File: src/rtl/tfc_pkg.sv
package tfc_pkg;
   // Outcome of serving one checkpoint
   typedef struct packed {
      logic own_hit;
      logic bcast_hit;
   } tfc_outcome_t;
endpackage

File: src/rtl/tfc_flag_bank.sv
module tfc_flag_bank #(
   parameter int NUM_CORES = 4
) (
   input  logic                 clk,
   input  logic                 rst_n,
   input  logic [NUM_CORES-1:0] set_i,
   input  logic [NUM_CORES-1:0] clr_i,
   output logic [NUM_CORES-1:0] flag_o
);
   // one flag per core; a set beats a clear in the same cycle
   for (genvar i = 0; i < NUM_CORES; i++) begin : g_flag
      always_ff @(posedge clk or negedge rst_n) begin
         if (!rst_n)         flag_o[i] <= 1'b0;
         else if (set_i[i])  flag_o[i] <= 1'b1;
         else if (clr_i[i])  flag_o[i] <= 1'b0;
      end
   end
endmodule

File: src/rtl/tfc_prio_pick.sv
module tfc_prio_pick #(
   parameter int NUM_CORES = 4
) (
   input  logic [NUM_CORES-1:0] req_i,
   output logic [NUM_CORES-1:0] grant_o
);
   logic [NUM_CORES:0] blocked;
   assign blocked[0] = 1'b0;
   for (genvar i = 0; i < NUM_CORES; i++) begin : g_chain
      assign grant_o[i]   = req_i[i] & ~blocked[i];
      assign blocked[i+1] = blocked[i] | req_i[i];
   end
endmodule

File: src/rtl/tfc_service.sv
module tfc_service
   import tfc_pkg::*;
#(
   parameter int NUM_CORES = 4
) (
   input  logic                 enable_i,
   input  logic [NUM_CORES-1:0] grant_i,
   input  logic [NUM_CORES-1:0] own_pend_i,
   input  logic [NUM_CORES-1:0] bcast_pend_i,
   input  logic [NUM_CORES-1:0] gqual_i,
   output logic [NUM_CORES-1:0] flush_vec_o,
   output logic [NUM_CORES-1:0] clr_own_o,
   output logic [NUM_CORES-1:0] clr_bcast_o
);
   tfc_outcome_t res;

   always_comb begin
      res.own_hit   = enable_i & |(grant_i & own_pend_i);
      res.bcast_hit = enable_i & |(grant_i & gqual_i & bcast_pend_i);
      flush_vec_o   = '0;
      if (res.own_hit)   flush_vec_o = flush_vec_o | grant_i;
      if (res.bcast_hit) flush_vec_o = flush_vec_o | ~grant_i;
      // every flushed core has its own-flush work done
      clr_own_o   = flush_vec_o;
      clr_bcast_o = res.bcast_hit ? grant_i : '0;
   end
endmodule

File: src/rtl/tlb_flush_coord.sv
module tlb_flush_coord #(
   parameter int NUM_CORES = 4
) (
   input  logic                 clk,
   input  logic                 rst_n,
   input  logic [NUM_CORES-1:0] set_local_i,
   input  logic [NUM_CORES-1:0] set_global_i,
   input  logic [NUM_CORES-1:0] ckpt_i,
   input  logic [NUM_CORES-1:0] ckpt_global_i,
   input  logic [NUM_CORES-1:0] flush_ack_i,
   output logic [NUM_CORES-1:0] flush_o,
   output logic                 busy_o
);
   localparam int W = NUM_CORES;

   initial begin
      assert (NUM_CORES >= 2) else $error("NUM_CORES must be at least 2");
   end

   logic [W-1:0] loc_pend, glob_pend;
   logic [W-1:0] ckpt_req, ckpt_gq;
   logic [W-1:0] outstanding;
   logic [W-1:0] grant, served;
   logic [W-1:0] flush_vec, clr_loc, clr_glob;
   logic         idle;

   assign idle   = ~|outstanding;
   assign served = idle ? grant : '0;

   tfc_flag_bank #(.NUM_CORES(W)) u_loc (
      .clk(clk), .rst_n(rst_n), .set_i(set_local_i), .clr_i(clr_loc), .flag_o(loc_pend));

   tfc_flag_bank #(.NUM_CORES(W)) u_glob (
      .clk(clk), .rst_n(rst_n), .set_i(set_global_i), .clr_i(clr_glob), .flag_o(glob_pend));

   tfc_prio_pick #(.NUM_CORES(W)) u_pick (
      .req_i(ckpt_req), .grant_o(grant));

   tfc_service #(.NUM_CORES(W)) u_svc (
      .enable_i(idle), .grant_i(grant), .own_pend_i(loc_pend), .bcast_pend_i(glob_pend),
      .gqual_i(ckpt_gq), .flush_vec_o(flush_vec), .clr_own_o(clr_loc), .clr_bcast_o(clr_glob));

   always_ff @(posedge clk or negedge rst_n) begin
      if (!rst_n) begin
         ckpt_req    <= '0;
         ckpt_gq     <= '0;
         outstanding <= '0;
      end else begin
         ckpt_req <= (ckpt_req & ~served) | ckpt_i;
         ckpt_gq  <= (ckpt_gq & ~served) | (ckpt_i & ckpt_global_i);
         if (idle) outstanding <= flush_vec;
         else      outstanding <= outstanding & ~flush_ack_i;
      end
   end

   assign flush_o = outstanding;
   assign busy_o  = ~idle;
endmodule

File: config.mk
export PLATFORM = sky130hd
export DESIGN_NAME = tlb_flush_coord
export DESIGN_NICKNAME = d
export VERILOG_FILES = /design/src/rtl/tfc_pkg.sv /design/src/rtl/tfc_flag_bank.sv /design/src/rtl/tfc_prio_pick.sv /design/src/rtl/tfc_service.sv /design/src/rtl/tlb_flush_coord.sv
export SDC_FILE = /design/constraint.sdc
export NUM_CORES = 1
export LEC_CHECK = 0
export ABC_AREA = 1
export BUFFER_PORTS_ARGS = -buffer_cell sky130_fd_sc_hd__buf_2
export CAP_MARGIN = 15
export CORE_MARGIN = 5
export CORE_UTILIZATION = 44
export DETAILED_ROUTE_END_ITERATION = 12
export GPL_TIMING_DRIVEN = 0
export HOLD_SLACK_MARGIN = 0.1
export PLACE_DENSITY = 0.69
export SLEW_MARGIN = 25
export SYNTH_ARGS = -nofsm -noshare
export SYNTH_HDL_FRONTEND = slang
export SYNTH_SLANG_ARGS = --single-unit
File: constraint.sdc
create_clock -name clk -period 1.55 [get_ports clk]
set_input_delay 0.31 -clock clk [delete_from_list [all_inputs] [get_ports clk]]
set_output_delay 0.31 -clock clk [all_outputs]
set_load 0.02 [all_outputs]
==> impl_metrics.json, run 1 <==
{
  "seq_area_frac_synth": 0.5333,
  "p_per_area_nw_per_um2": 1758,
  "status": "complete, no violations",
  "ff2ff_path_depth": 8,
  "root_buffer": "clkbuf_4",
  "tightestPinTransition_ns": 0.4358,
  "fin_skew_ns": 0.003622,
  "antennaDiodeCount": 0,
  "drive_gt1_frac": 0.2653,
  "min_from": "set_global_i[0]",
  "vdd_drop_max_mv": 1.004,
  "via_count": 836,
  "clk_pin_slew_ns": 0.12,
  "dp_hpwl_um": 1513,
  "grt_max_degree": 21,
  "place_congestion": 0.8291,
  "wirelength_um": 2021,
  "postSynthNetCount": 136,
  "syn_area_sq_um": 938.4,
  "ant_nets": 0,
  "regArea_sq_um": 501.7,
  "timing.final.crit_share": 0.9306,
  "drv_cap": 0,
  "antenna_found_initial": 0,
  "fill_cells": 196,
  "regToRegSetupSlack_ns": 0.17,
  "reg2reg_to": "u_loc.flag_o[2]$_DFFE_PN0P_",
  "critical_path_class": "reg2out",
  "drc": 0,
  "cpMaxStageDelayCell": "dfrtp_1",
  "cp_max_fo": 4,
  "syn_inst": 114,
  "cts.sinks": 20,
  "cts_tree": "built",
  "drtPass1Iterations": 4,
  "grt_overflow": 0,
  "ios": 27,
  "met3_usage": 0.04408,
  "grt.busiest_layer": "met2",
  "start_util": 0.4687,
  "fp.dieH_um": 56.18,
  "cp_top_family": "flip-flops",
  "numCtsBuffers": 3,
  "layout_common_cells": "nand2_1, buf_2, inv_1, dfrtp_1, nand3_1",
  "holdPathEnd": "u_glob.flag_o[0]$_DFFE_PN0P_",
  "multi_input_area_sq_um": 374.1,
  "ys_ff_latch": 20,
  "wl_per_cell_um": 11.61,
  "setup_tns_ns": 0,
  "hold_viol_final": 0,
  "grt_pass1_vias": 890,
  "path_cells": "inv_1, nand4_4, buf_4",
  "via_per_inst": 4.805,
  "grtUsageTotal": 0.1483,
  "rsz0062_at_grt": "no",
  "hp-class": "in2reg",
  "grtUsageMet1": 0.1785,
  "cts_buffer_depth": 2,
  "final_area_sq_um": 1200,
  "core_area_sq_um": 2002,
  "cpPeakStageDelay_ns": 0.40,
  "rows": 16,
  "postPlaceCellArea_sq_um": 1102,
  "final_common_cell": "nand2_1",
  "path_buf_inv": 2,
  "htreeDepth": 1,
  "syn_area_per_cell_sq_um": 8.232,
  "hold_path_depth": 3,
  "cp-start-kind": "flop",
  "grt_pass1_wl_um": 3691,
  "yosysWarnings": 0,
  "setup_viol": 0,
  "fmax_ghz": 0.6932,
  "p_leak_nw": 0.6363,
  "final_net_count": 170,
  "chipWidth_um": 56.18,
  "synth.distinct_cells": 14,
  "post-route-min-period_ns": 1.443,
  "cp-end-kind": "primary output",
  "slew_viol_final": 0,
  "insertion_delay_ns": 0.30,
  "dieArea_sq_um": 3156,
  "drt_iter0_drc": 25,
  "met2_usage": 0.2437,
  "rr_startpoint": "ckpt_req[0]$_DFF_PN0_",
  "area_growth_pct": 27.87,
  "port_buffers": 26,
  "arrival_ns": 1.13,
  "maxSlewHeadroom": 0.7095,
  "crit_required_ns": 1.24
}
[sequential cells by signal, indices dropped and copies added (netlist names)]
register       count
ckpt_req           4
u_loc.flag_o       4
ckpt_gq            4
u_glob.flag_o      4
flush_o            4
[worst max-delay path by stage]
stage                                startpoint  cells after the start  slack [ns]                     endpoint
after floorplan            flush_o[3]$_DFF_PN0_                      7        0.09  u_loc.flag_o[1]$_DFFE_PN0P_
after global placement    ckpt_req[0]$_DFF_PN0_                      6        0.11         ckpt_gq[2]$_DFF_PN0_
after detailed placement  ckpt_req[0]$_DFF_PN0_                      6        0.09  u_loc.flag_o[1]$_DFFE_PN0P_
after CTS                  flush_o[3]$_DFF_PN0_                      3        0.02                       busy_o
after global routing      ckpt_req[0]$_DFF_PN0_                      8        0.03  u_loc.flag_o[1]$_DFFE_PN0P_
final                      flush_o[2]$_DFF_PN0_                      3        0.11                       busy_o
[synthesized netlist by cell type]
cell type | count | area (sq um)
nand2_1 | 30 | 112.6
dfrtp_1 | 20 | 500.5
inv_1 | 20 | 75.07
nand3_1 | 18 | 90.09
nor2_1 | 7 | 26.28
o21ai_0 | 5 | 25.02
o211ai_1 | 4 | 30.03
o21bai_1 | 3 | 22.52
nand3b_1 | 2 | 15.01
a21o_1 | 1 | 7.510
buf_2 | 1 | 5.000
nand3_2 | 1 | 10.01
nand4_2 | 1 | 12.51
nor2_2 | 1 | 6.260
[final cells by class]
cell class | instances | area share
Buffer | 1 | 0.004171
Clock buffer | 3 | 0.01877
Clock inverter | 1 | 0.02503
Inverter | 20 | 0.06257
Multi-Input combinational cell | 73 | 0.3118
Sequential cell | 20 | 0.4181
Tap cell | 27 | 0.02815
Timing Repair Buffer | 29 | 0.1314
[stage by stage]
stage / power, mW / util / hold WS [ns] / worst slack, ns / std cells
2_1_floorplan: 1.347 / - / 0.01441 / 0.08676 / 114
3_3_place_gp: 1.566 / 0.5506 / 0.2725 / 0.1079 / 167
3_5_place_dp: 1.585 / 0.5506 / 0.2771 / 0.08729 / 167
4_1_cts: 2.053 / 0.5863 / 0.1685 / 0.01581 / 172
5_1_grt: 2.290 / 0.5994 / 0.1740 / 0.02674 / 174
6_report: 2.109 / 0.5994 / 0.1789 / 0.1075 / 174
[repair_timing]
item,4_1_cts,5_1_grt
setup buffers,0,2
cloned,0,0
endpoints found under the hold margin,20,0
pin swaps,0,1
resized for setup,1,5
endpoints found under the setup margin,1,13
hold buffers,1,0
[power by group]
| group | switching, mW | total [mW] | internal, mW |
|---|---|---|---|
| registers | 0.0992 | 0.771 | 0.672 |
| clock network | 0.163 | 0.424 | 0.261 |
| logic | 0.571 | 0.913 | 0.342 |
[worst register-to-register path, stage by stage (launching register included)]
cell and delay, ns:
dfrtp_2 0.48, inv_2 0.12, nand2_1 0.11, nor2_1 0.13, nor2_2 0.06, nand3_2 0.11, nand3_1 0.12, nand3_1 0.09
nand2_1 0.05
[kinds of logic after synthesis]
| group | Yosys count | share of synthesized area |
|---|---|---|
| and+or+nand+nor | 60 | 0.2907 |
| DFF | 20 | 0.5333 |
| buffers and inverters | 21 | 0.08533 |
| AOI/OAI and AO/OA | 13 | 0.09066 |
[layer usage]
metal	wire (um)	vias up
li1	-	428
met1	880	373
met2	966	31
met3	152	4
met4	22	0
met5	0	-
(Power assumes the default switching activity.)
==> run 2: changes to the inputs <==
--- a/config.mk
+++ b/config.mk
@@ -13,8 +13,9 @@
 export DETAILED_ROUTE_END_ITERATION = 12
 export GPL_TIMING_DRIVEN = 0
 export HOLD_SLACK_MARGIN = 0.1
-export PLACE_DENSITY = 0.69
+export PLACE_DENSITY = 0.71
 export SLEW_MARGIN = 25
 export SYNTH_ARGS = -nofsm -noshare
 export SYNTH_HDL_FRONTEND = slang
+export SYNTH_HIERARCHICAL = 1
 export SYNTH_SLANG_ARGS = --single-unit
==> constraint.sdc (replaced) <==
create_clock -name clk -period 1.3 [get_ports clk]
set_input_delay 0.26 -clock clk [delete_from_list [all_inputs] [get_ports clk]]
set_output_delay 0.26 -clock clk [all_outputs]
set_load 0.02 [all_outputs]
==> impl_metrics.json, run 2 <==
{
  "tightestPinTransition_ns": 0.4417,
  "arrival_ns": 1.75,
  "area_growth_pct": 34.51,
  "start_util": 0.4711,
  "hp-class": "in2reg",
  "root_buffer": "clkbuf_4",
  "via_per_inst": 4.563,
  "final_cells": 213,
  "final_common_cell": "nand2_1",
  "drc": 0,
  "grt_max_degree": 21,
  "drt_iter0_drc": 27,
  "p_per_area_nw_per_um2": 2178,
  "place_congestion": 0.8153,
  "antenna_found_initial": 0,
  "yosys-top-cells-area": "dfrtp_1, nand2_1, inv_1",
  "postSynthNetCount": 171,
  "ys_dominant_reg_cell": "dfrtp_1",
  "wl_per_cell_um": 10.74,
  "dieArea_sq_um": 3497,
  "yosysWarnings": 6,
  "antennaDiodeCount": 0,
  "grt_pass1_vias": 866,
  "cp-end-kind": "flop",
  "final_net_count": 208,
  "port_buffers": 26,
  "async_flop_share": 1.000,
  "grtUsageTotal": 0.1331,
  "grt_pass1_wl_um": 3615,
  "final_core_util": 0.6337,
  "yosysTopAreaCellShare": 0.4711,
  "dp_slack_ns": -0.1512,
  "violations": "negative setup slack",
  "setup_slack_ns": -0.2012,
  "cts_buffer_depth": 2,
  "synth.distinct_cells": 11,
  "via_count": 972,
  "synth_commonest_cells": "nand2_1, inv_1, dfrtp_1",
  "fmax_ghz": 0.6661,
  "final_area_sq_um": 1429,
  "drv_cap": 0,
  "yosysTopAreaCell": "dfrtp_1",
  "numCtsBuffers": 3,
  "cts.sinks": 20,
  "timing.final.crit_share": 1.155,
  "syn_inst": 149,
  "insertion_delay_ns": 0.30,
  "hold_viol_final": 0,
  "post-route-min-period_ns": 1.501,
  "status": "complete, but fails checks",
  "layout_common_cells": "nand2_1, inv_1, buf_2, dfrtp_1, nand2_2",
  "htreeDepth": 1,
  "synth_enable_flop_cells": 0,
  "crit_top_cell": "nand2_2",
  "path_cells": "inv_1, nand2_2, nor2_4, nand3_2, nand2_2, inv_2, nand2_4, nand3_2, nand2_2, buf_6, nand2_2, nand2_1",
  "p_leak_nw": 0.7945,
  "vdd_drop_max_mv": 1.150,
  "fp.dieH_um": 59.14,
  "place_inst": 203,
  "core_area_sq_um": 2255,
  "ant_nets": 0,
  "drive_gt1_frac": 0.4486,
  "critical_path_class": "reg2reg",
  "ff2ff_path_depth": 12,
  "wirelength_um": 2287,
  "synth.most_common_cell": "nand2_1",
  "drtPass1Iterations": 4,
  "crit_required_ns": 1.55,
  "grt_overflow": 0,
  "fin_skew_ns": 0.006607,
  "maxSlewHeadroom": 0.7055,
  "rsz0062_at_grt": "yes",
  "hold_path_depth": 3,
  "ys_ff_latch": 20,
  "syn_area_sq_um": 1062,
  "finalPower_mw": 3.112,
  "syn_area_per_cell_sq_um": 7.129,
  "postPlaceCellArea_sq_um": 1261,
  "setup_tns_ns": -2.250,
  "fin_hold_ws_ns": 0.1239,
  "cp-start-kind": "flop",
  "slew_viol_final": 0,
  "clk_pin_slew_ns": 0.11,
  "ios": 27,
  "rows": 17,
  "cp_max_fo": 5,
  "seq_area_frac_synth": 0.4711,
  "cts_tree": "built",
  "chipWidth_um": 59.14,
  "cpPeakStageDelay_ns": 0.43,
  "cpMaxStageDelayCell": "dfrtp_1",
  "setup_viol": 13,
  "dp_hpwl_um": 1615
}
==> run 2: cell types whose count changed after synthesis, sizes merged <==
cell    previous run  this run
a21o               1         0
buf                1         6
inv               20        34
nand2             30        63
nand3             19        16
nand3b             2         0
nor2               8         9
o211ai             4         0
o21ai              5         0
o21bai             3         0
==> run 2: final timing paths <==
kind	startpoint	end	slack, ns
max in group asynchronous	rst_n	flush_o[3]$_DFF_PN0_	0.56
min	set_global_i[2]	u_glob/flag_o[2]$_DFFE_PN0P_	0.12
max reg2reg	ckpt_req[0]$_DFF_PN0_	flush_o[3]$_DFF_PN0_	-0.20
min reg2reg	ckpt_req[3]$_DFF_PN0_	ckpt_req[3]$_DFF_PN0_	0.49
max	ckpt_req[0]$_DFF_PN0_	flush_o[3]$_DFF_PN0_	-0.20
min in group asynchronous	rst_n	u_loc/flag_o[0]$_DFFE_PN0P_	0.42
==> run 2: where the power goes <==
group / switching [mW] / internal, mW / total (mW)
logic: 1.05 / 0.813 / 1.86
clock network: 0.190 / 0.120 / 0.310
registers: 0.134 / 0.805 / 0.939
total: 1.38 / 1.74 / 3.11
==> run 2: cell type report <==
class,instances,area [sq um]
fillers,215,825.8
flip-flops and latches,20,505.5
multi-input cells,89,481.7
repair buffers,33,197.7
inverters,34,130.1
plain buffers,5,52.55
well taps,28,35.03
clock buffers,4,26.28
==> run 2: cells by family after synthesis <==
family                 count (synthesis)  synth area share
flip-flops                            20            0.4711
AND/OR/NAND/NOR                       89            0.3663
buffers and inverters                 40            0.1625
==> run 2: what timing repair did <==
item,4_1_cts,5_1_grt
gates cloned,0,0
hold endpoints to repair,20,0
resized for setup,6,26
setup endpoints to repair,13,13
hold buffers,1,0
buffers inserted,4,2
pin swaps,11,15
==> run 2: critical path: cells and delay by family (launching register included) <==
family | cells | cell delay (ns)
buffers and inverters | 3 | 0.22
flip-flops | 1 | 0.43
AND/OR/NAND/NOR | 9 | 0.82
==> run 2: routing by layer <==
| layer | GRT usage | up-vias | wire length, um |
|---|---|---|---|
| met5 | 0 | - | 0 |
| met4 | 0.07443 | 0 | 45 |
| met3 | 0.02614 | 5 | 109 |
| met2 | 0.1940 | 24 | 1096 |
| met1 | 0.1828 | 443 | 1035 |
| li1 | - | 500 | - |
